**config.mk**
```make
export PLATFORM = sky130hd
export DESIGN_NAME = tunnel_hdr_parser
export DESIGN_NICKNAME = d
export VERILOG_FILES = /design/src/rtl/thp_pkg.sv /design/src/rtl/thp_beat_tracker.sv /design/src/rtl/thp_field_stage.sv /design/src/rtl/thp_meta_gen.sv /design/src/rtl/tunnel_hdr_parser.sv
export SDC_FILE = /design/constraint.sdc
export NUM_CORES = 1
export LEC_CHECK = 0
export CAP_MARGIN = 20
export CORE_AREA = 2 2 173 175
export DETAILED_ROUTE_END_ITERATION = 10
export DIE_AREA = 0 0 175 177
export PLACE_DENSITY = 0.83
export SYNTH_ARGS = -nofsm -noshare
export SYNTH_HDL_FRONTEND = slang
export SYNTH_SLANG_ARGS = --single-unit
```
**constraint.sdc**
```tcl
create_clock -name clk -period 2.05 [get_ports clk]
set_clock_uncertainty 0.2 [all_clocks]
set_input_delay 0.5125 -clock clk [delete_from_list [all_inputs] [get_ports clk]]
set_output_delay 0.5125 -clock clk [all_outputs]
set_load 0.005 [all_outputs]
```
**src/rtl/thp_pkg.sv**
```systemverilog
package thp_pkg;

  localparam int unsigned BUS_W   = 128;
  localparam int unsigned LANES   = BUS_W / 8;
  localparam int unsigned PEER_W  = 16;
  localparam int unsigned BEAT_CW = 2;

  // header byte offsets from the start of the frame
  localparam int unsigned OFF_ETYPE = 12;
  localparam int unsigned OFF_VIHL  = 14;
  localparam int unsigned OFF_PROTO = 23;
  localparam int unsigned OFF_SIP   = 26;
  localparam int unsigned OFF_DIP   = 30;
  localparam int unsigned OFF_SPORT = 34;
  localparam int unsigned OFF_DPORT = 36;
  localparam int unsigned OFF_MTYPE = 42;
  localparam int unsigned OFF_PEER  = 46;

  localparam logic [15:0] ETYPE_IPV4 = 16'h0800;
  localparam logic [7:0]  VIHL_PLAIN = 8'h45;
  localparam logic [7:0]  PROTO_UDP  = 8'd17;

  typedef struct packed {
    logic [31:0]       src_ip;
    logic [31:0]       dst_ip;
    logic [7:0]        proto;
    logic [15:0]       src_port;
    logic [15:0]       dst_port;
    logic [7:0]        msg_type;
    logic [PEER_W-1:0] peer_idx;
    logic              is_tunnel;
    logic              truncated;
  } hdr_meta_t;

  function automatic logic [7:0] lane_byte(input logic [BUS_W-1:0] d,
                                           input int unsigned off);
    return d[8*(off % LANES) +: 8];
  endfunction

  // network order: lower offset is the high byte
  function automatic logic [15:0] net16(input logic [BUS_W-1:0] d,
                                        input int unsigned off);
    return {lane_byte(d, off), lane_byte(d, off + 1)};
  endfunction

  // bus order: lower offset is the low byte
  function automatic logic [15:0] bus16(input logic [BUS_W-1:0] d,
                                        input int unsigned off);
    return {lane_byte(d, off + 1), lane_byte(d, off)};
  endfunction

endpackage

```
**src/rtl/thp_beat_tracker.sv**
```systemverilog
module thp_beat_tracker
  import thp_pkg::*;
(
  input  logic               clk,
  input  logic               rst_n,
  input  logic               xfer,
  input  logic               last,
  output logic [BEAT_CW-1:0] idx,
  output logic               capture,
  output logic               first
);

  localparam logic [BEAT_CW-1:0] HDR_LAST = BEAT_CW'(2);
  localparam logic [BEAT_CW-1:0] SAT      = {BEAT_CW{1'b1}};

  logic [BEAT_CW-1:0] idx_q;

  always_ff @(posedge clk) begin
    if (!rst_n)          idx_q <= '0;
    else if (xfer) begin
      if (last)          idx_q <= '0;
      else if (idx_q != SAT) idx_q <= idx_q + 1'b1;
    end
  end

  assign idx     = idx_q;
  assign first   = (idx_q == '0);
  assign capture = xfer && ((idx_q == HDR_LAST) || (last && (idx_q < HDR_LAST)));

  assert_count_restart_R2: assert property (@(posedge clk) disable iff (!rst_n)
    (xfer && last) |=> (idx == '0));
  assert_count_hold_R2: assert property (@(posedge clk) disable iff (!rst_n)
    !xfer |=> $stable(idx));

endmodule

```
**src/rtl/thp_field_stage.sv**
```systemverilog
module thp_field_stage
  import thp_pkg::*;
(
  input  logic               clk,
  input  logic               rst_n,
  input  logic               xfer,
  input  logic [BEAT_CW-1:0] idx,
  input  logic [BUS_W-1:0]   data,
  output logic [15:0]        sh_etype,
  output logic [7:0]         sh_vihl,
  output logic [7:0]         sh_proto,
  output logic [31:0]        sh_sip,
  output logic [15:0]        sh_dip_hi
);

  always_ff @(posedge clk) begin
    if (!rst_n) begin
      sh_etype  <= '0;
      sh_vihl   <= '0;
      sh_proto  <= '0;
      sh_sip    <= '0;
      sh_dip_hi <= '0;
    end else if (xfer) begin
      if (idx == BEAT_CW'(0)) begin
        sh_etype <= net16(data, OFF_ETYPE);
        sh_vihl  <= lane_byte(data, OFF_VIHL);
      end
      if (idx == BEAT_CW'(1)) begin
        sh_proto  <= lane_byte(data, OFF_PROTO);
        sh_sip    <= {net16(data, OFF_SIP), net16(data, OFF_SIP + 2)};
        sh_dip_hi <= net16(data, OFF_DIP);
      end
    end
  end

  assert_shadow_quiet_R2: assert property (@(posedge clk) disable iff (!rst_n)
    (!xfer || idx > BEAT_CW'(1)) |=> ($stable(sh_sip) && $stable(sh_etype)));

endmodule

```
**src/rtl/thp_meta_gen.sv**
```systemverilog
module thp_meta_gen
  import thp_pkg::*;
(
  input  logic               clk,
  input  logic               rst_n,
  input  logic               xfer,
  input  logic               last,
  input  logic [BEAT_CW-1:0] idx,
  input  logic               capture,
  input  logic               first,
  input  logic [BUS_W-1:0]   data,
  input  logic [15:0]        listen_port,
  input  logic [15:0]        sh_etype,
  input  logic [7:0]         sh_vihl,
  input  logic [7:0]         sh_proto,
  input  logic [31:0]        sh_sip,
  input  logic [15:0]        sh_dip_hi,
  output hdr_meta_t          meta,
  output logic               meta_valid
);

  hdr_meta_t   nxt;
  logic [15:0] etype, dip_hi, dip_lo;
  logic [7:0]  vihl, mtype;
  logic [PEER_W-1:0] peer;
  logic        trunc, tun;

  always_comb begin
    nxt    = '0;
    etype  = (idx == BEAT_CW'(0)) ? net16(data, OFF_ETYPE) : sh_etype;
    vihl   = (idx == BEAT_CW'(0)) ? lane_byte(data, OFF_VIHL) : sh_vihl;
    dip_hi = '0;
    dip_lo = '0;
    mtype  = '0;
    peer   = '0;
    trunc  = (idx < BEAT_CW'(2));
    if (idx == BEAT_CW'(1)) begin
      nxt.proto  = lane_byte(data, OFF_PROTO);
      nxt.src_ip = {net16(data, OFF_SIP), net16(data, OFF_SIP + 2)};
      dip_hi     = net16(data, OFF_DIP);
    end else if (idx == BEAT_CW'(2)) begin
      nxt.proto     = sh_proto;
      nxt.src_ip    = sh_sip;
      dip_hi        = sh_dip_hi;
      dip_lo        = net16(data, OFF_DIP + 2);
      nxt.src_port  = net16(data, OFF_SPORT);
      nxt.dst_port  = net16(data, OFF_DPORT);
      mtype         = lane_byte(data, OFF_MTYPE);
      peer          = PEER_W'(bus16(data, OFF_PEER));
    end
    nxt.dst_ip = {dip_hi, dip_lo};
    tun = !trunc && (etype == ETYPE_IPV4) && (vihl == VIHL_PLAIN) &&
          (nxt.proto == PROTO_UDP) &&
          ((nxt.src_port == listen_port) || (nxt.dst_port == listen_port));
    nxt.is_tunnel = tun;
    nxt.truncated = trunc;
    nxt.msg_type  = tun ? mtype : '0;
    nxt.peer_idx  = tun ? peer  : '0;
  end

  always_ff @(posedge clk) begin
    if (!rst_n) begin
      meta       <= '0;
      meta_valid <= 1'b0;
    end else if (capture) begin
      meta       <= nxt;
      meta_valid <= 1'b1;
    end else if (xfer && (last || first)) begin
      meta_valid <= 1'b0;
    end
  end

  logic unused_data;
  assign unused_data = ^data;

  assert_nontunnel_zero_R6: assert property (@(posedge clk) disable iff (!rst_n)
    (meta_valid && !meta.is_tunnel) |-> (meta.msg_type == '0 && meta.peer_idx == '0));
  assert_trunc_plain_R8: assert property (@(posedge clk) disable iff (!rst_n)
    (meta_valid && meta.truncated) |-> !meta.is_tunnel);
  assert_meta_hold_R7: assert property (@(posedge clk) disable iff (!rst_n)
    (meta_valid && !xfer) |=> (meta_valid && $stable(meta)));
  assert_meta_rise_R7: assert property (@(posedge clk) disable iff (!rst_n)
    $rose(meta_valid) |-> $past(xfer));

endmodule

```
**src/rtl/tunnel_hdr_parser.sv**
```systemverilog
module tunnel_hdr_parser
  import thp_pkg::*;
(
  input  logic             clk,
  input  logic             rst_n,
  input  logic [15:0]      cfg_listen_port,
  input  logic             s_tvalid,
  output logic             s_tready,
  input  logic [BUS_W-1:0] s_tdata,
  input  logic [LANES-1:0] s_tkeep,
  input  logic             s_tlast,
  output logic             m_tvalid,
  input  logic             m_tready,
  output logic [BUS_W-1:0] m_tdata,
  output logic [LANES-1:0] m_tkeep,
  output logic             m_tlast,
  output logic             meta_valid,
  output logic [31:0]      meta_src_ip,
  output logic [31:0]      meta_dst_ip,
  output logic [7:0]       meta_ip_proto,
  output logic [15:0]      meta_src_port,
  output logic [15:0]      meta_dst_port,
  output logic [7:0]       meta_msg_type,
  output logic [PEER_W-1:0] meta_peer_idx,
  output logic             meta_is_tunnel,
  output logic             meta_truncated
);

  logic               xfer, capture, first;
  logic [BEAT_CW-1:0] idx;
  logic [15:0]        sh_etype, sh_dip_hi;
  logic [7:0]         sh_vihl, sh_proto;
  logic [31:0]        sh_sip;
  hdr_meta_t          meta;

  assign m_tvalid = s_tvalid;
  assign m_tdata  = s_tdata;
  assign m_tkeep  = s_tkeep;
  assign m_tlast  = s_tlast;
  assign s_tready = m_tready;
  assign xfer     = s_tvalid && m_tready;

  thp_beat_tracker u_beats (
    .clk(clk), .rst_n(rst_n), .xfer(xfer), .last(s_tlast),
    .idx(idx), .capture(capture), .first(first)
  );

  thp_field_stage u_fields (
    .clk(clk), .rst_n(rst_n), .xfer(xfer), .idx(idx), .data(s_tdata),
    .sh_etype(sh_etype), .sh_vihl(sh_vihl), .sh_proto(sh_proto),
    .sh_sip(sh_sip), .sh_dip_hi(sh_dip_hi)
  );

  thp_meta_gen u_meta (
    .clk(clk), .rst_n(rst_n), .xfer(xfer), .last(s_tlast), .idx(idx),
    .capture(capture), .first(first), .data(s_tdata),
    .listen_port(cfg_listen_port),
    .sh_etype(sh_etype), .sh_vihl(sh_vihl), .sh_proto(sh_proto),
    .sh_sip(sh_sip), .sh_dip_hi(sh_dip_hi),
    .meta(meta), .meta_valid(meta_valid)
  );

  assign meta_src_ip    = meta.src_ip;
  assign meta_dst_ip    = meta.dst_ip;
  assign meta_ip_proto  = meta.proto;
  assign meta_src_port  = meta.src_port;
  assign meta_dst_port  = meta.dst_port;
  assign meta_msg_type  = meta.msg_type;
  assign meta_peer_idx  = meta.peer_idx;
  assign meta_is_tunnel = meta.is_tunnel;
  assign meta_truncated = meta.truncated;

  assert_valid_after_xfer_R1: assert property (@(posedge clk) disable iff (!rst_n)
    (m_tvalid && !m_tready) |=> m_tvalid);

endmodule

```
==> results.py, run 1 <==
metrics = {
    "timing": {
        "finalSetupViolCount": 28,
        "hold_violations": 0,
        "post-route-period-util_pct": 117.2,
        "fin_ws_ns": -0.3518,
        "worst_pin_slew_ns": 0.4565,
        "final_max_slew_viol_count": 0,
        "finalSetupTns_ns": -7.573,
        "rsz0062_at_grt": "yes",
        "fmax_mhz": 416.4,
        "slew_headroom_pct": 69.57,
        "period_needed_ns": 2.402,
    },
    "yosys": {
        "ys.flop_type": "dfxtp_1",
        "ys_warn_count": 0,
        "syn_avg_cell_area_sq_um": 8.256,
        "async_reset_ff_share_pct": 0,
        "yosys.area.top_type": "dfxtp_1",
        "syn-cell-area_sq_um": 10800,
        "synthCells": 1308,
        "synth.top_cell.area_share_pct": 39.49,
        "synth_seq_cells": 213,
        "ys_types": 43,
        "synth-edff-count": 0,
        "synth.net_count": 1477,
        "synth.yosys.seq_area_share_pct": 39.49,
        "synth_area_leaders": "dfxtp_1, nand2_1, buf_4, a21boi_0, o211a_1",
    },
    "grt": {
        "grt_pass1_vias": 10180,
        "antenna_found_initial": 3,
        "grt_pass1_wl_um": 57350,
        "overflow": 0,
        "grt_max_degree": 97,
        "grt.total_usage_pct": 23.34,
    },
    "critical_path": {
        "worstPathMaxFanout": 7,
        "start_kind": "flop",
        "reg2reg_depth": 11,
        "required_ns": 2.31,
        "reg2reg_from": "u_beats.idx[1]",
        "crit_start": "u_beats.idx[1]",
        "crit_type": "flop to flop",
        "end_kind": "flop",
        "cp_data_arrival_time_ns": 2.66,
        "r2r_slack_ns": -0.35,
    },
    "placement": {
        "hpwl_um": 26790,
        "place_congestion": 0.9287,
        "detailedPlace.worstSlack_ns": -0.7523,
        "port_buffers": 362,
        "dp_cells": 1975,
    },
    "finish": {
        "utilization_pct": 55.61,
        "final_nets": 1806,
        "finalNonFillerCells": 2047,
        "layout-drive-gt1-share_pct": 20.79,
        "area_growth_pct": 50.58,
        "nFillCells": 2624,
    },
    "routing": {
        "wirelength_um": 39250,
        "drc": 0,
        "avgViaCountPerCell": 5.221,
        "dr.first_iter.drc_count": 699,
        "post_drt_wl_per_cell_um": 19.17,
        "topRoutingLayerUsed": "met5",
        "dr_total_vias": 10688,
        "wl_met2_um": 19370,
        "wl_met3_um": 2706,
        "first_pass_iters": 5,
        "drt-met1-wl_um": 15620,
        "detail-route-antenna-nets": 0,
    },
    "die": {
        "rows": 63,
        "die_w_um": 175,
        "die_h_um": 177,
        "io_pins": 443,
        "die_area_sq_um": 30980,
        "core_area_sq_um": 29240,
        "start_util_pct": 36.93,
    },
    "clocking": {
        "cts_tree": "yes",
        "cts_made_buffers": 25,
        "clk_pin_slew_worst_paths_ns": 0.06,
        "htreeDepth": 1,
        "clockRootBuffer": "clkbuf_16",
        "clockBufferDepth": 3,
        "clkLatencyLatePin_ns": 0.54,
        "clkSinkCount": 213,
    },
    "pwr": {
        "cellPowerDensity_nw_per_um2": 631.0,
        "leakagePower_nw": 7.189,
        "vdd_drop_max_v": 0.0006312,
    },
    "outcome": {
        "status": "complete, but fails checks",
        "violations": "negative setup slack",
    },
    "min_path": {
        "hp-class": "input pin to flop",
        "whs_path_depth": 3,
        "min-delay-start": "s_tdata[33]",
    },
    "job": {
        "drv_cap": 0,
    },
}
worst max-delay path: stages (launching register included):
cell and delay (ns):
dfxtp_4 0.38, inv_4 0.05, ha_4 0.16, nand2b_4 0.20, buf_12 0.16, buf_8 0.14
o32ai_4 0.12, nand4_1 0.17, o22a_4 0.31, buf_12 0.14, buf_16 0.14, o31ai_2 0.16
routing by layer:
metal,global-route usage [%],up-vias
met1,27.64,5052
met2,41.98,499
li1,-,5030
met5,0,-
met3,4.231,105
met4,8.785,2
Yosys cell counts, drive strengths merged, types with 4 or more instances:
master	n
clkbuf	71
o21ai	11
nor2	39
and4bb	15
nand3	50
nor2b	4
a21oi	5
a21boi	129
o211ai	54
dfxtp	213
nor4b	6
a31oi	16
nor4	5
nand2	372
xnor2	16
o31ai	24
ha	4
o211a	55
o32ai	16
buf	175
nand4	7
through the flow:
stage	hold WS [ns]	power (mW)	area [sq um]
after floorplan	0.2387	5.015	10840
after global placement	0.2362	5.851	14880
after detailed placement	0.2452	5.876	14880
after CTS	0.1801	10.30	15890
after global routing	0.1068	10.62	16260
final	0.1114	10.26	16260
layout make-up:
class | instances | area [sq um] | area share [%]
Timing Repair Buffer | 547 | 5344 | 32.86
Multi-Input combinational cell | 847 | 5291 | 32.54
Sequential cell | 213 | 4289 | 26.38
Clock buffer | 38 | 724.4 | 4.455
Tap cell | 390 | 488.0 | 3.001
Clock inverter | 7 | 103.9 | 0.6386
Inverter | 3 | 16.27 | 0.1000
Antenna cell | 2 | 5.005 | 0.03078
flip-flops by register name (all words and copies together), names as in the netlist:
name,cells
u_meta.meta,130
u_fields.sh_sip,32
u_fields.sh_dip_hi,16
u_fields.sh_etype,16
u_fields.sh_proto,8
u_fields.sh_vihl,8
u_beats.idx,2
u_meta.meta_valid,1
cells by family after synthesis:
kind of cell | synth area share [%]
AOI/OAI and AO/OA | 23.58
buffers and inverters | 14.37
adders and majority gates | 0.4635
and+or+nand+nor | 20.81
DFF | 39.49
xor gates and xnor gates | 1.298
cells in the final DEF (no fill, tap or decap), drive strengths merged, types with 4 or more instances in the layout:
cell type | netlist | routed
nor2 | 39 | 39
a21boi | 129 | 129
o211a | 55 | 55
nor2b | 4 | 4
o21ai | 11 | 11
dlymetal6s2s | 0 | 13
a31oi | 16 | 16
nor4b | 6 | 6
xnor2 | 16 | 16
nor4 | 5 | 5
buf | 175 | 197
o32ai | 16 | 16
nand3 | 50 | 50
dlygate4sd2 | 0 | 197
o211ai | 54 | 54
o31ai | 24 | 24
clkbuf | 71 | 46
clkdlybuf4s50 | 0 | 91
a21oi | 5 | 5
ha | 4 | 4
clkdlybuf4s15 | 0 | 39
inv | 3 | 5
nand2 | 372 | 372
and4bb | 15 | 15
nand4 | 7 | 7
dfxtp | 213 | 213
power by group:
part	total, mW	internal (mW)	switching [mW]
sequential	4.29	4.23	0.0527
combinational	1.47	0.799	0.672
clock	4.50	2.70	1.81
repair_timing:
| item | CTS | global route |
|---|---|---|
| pin swaps | 1 | 5 |
| gates cloned | 6 | 5 |
| buffers inserted | 8 | 6 |
| resized for setup | 439 | 61 |
| setup endpoints to repair | 367 | 149 |
| hold buffers | 0 | 0 |
worst paths after layout:
| kind | end |
|---|---|
| max | u_meta.meta[7] |
| min | u_meta.meta[35] |
| max reg2reg | u_meta.meta[7] |
| min reg2reg | u_meta.meta[36] |
Note: power is estimated with default switching activity, not from simulation.
==> run 2: changes to the inputs <==
- SLEW_MARGIN: not set -> 20
==> results of run 2 <==
No change in the layout: final DEF, timing and power equal those of run 1.
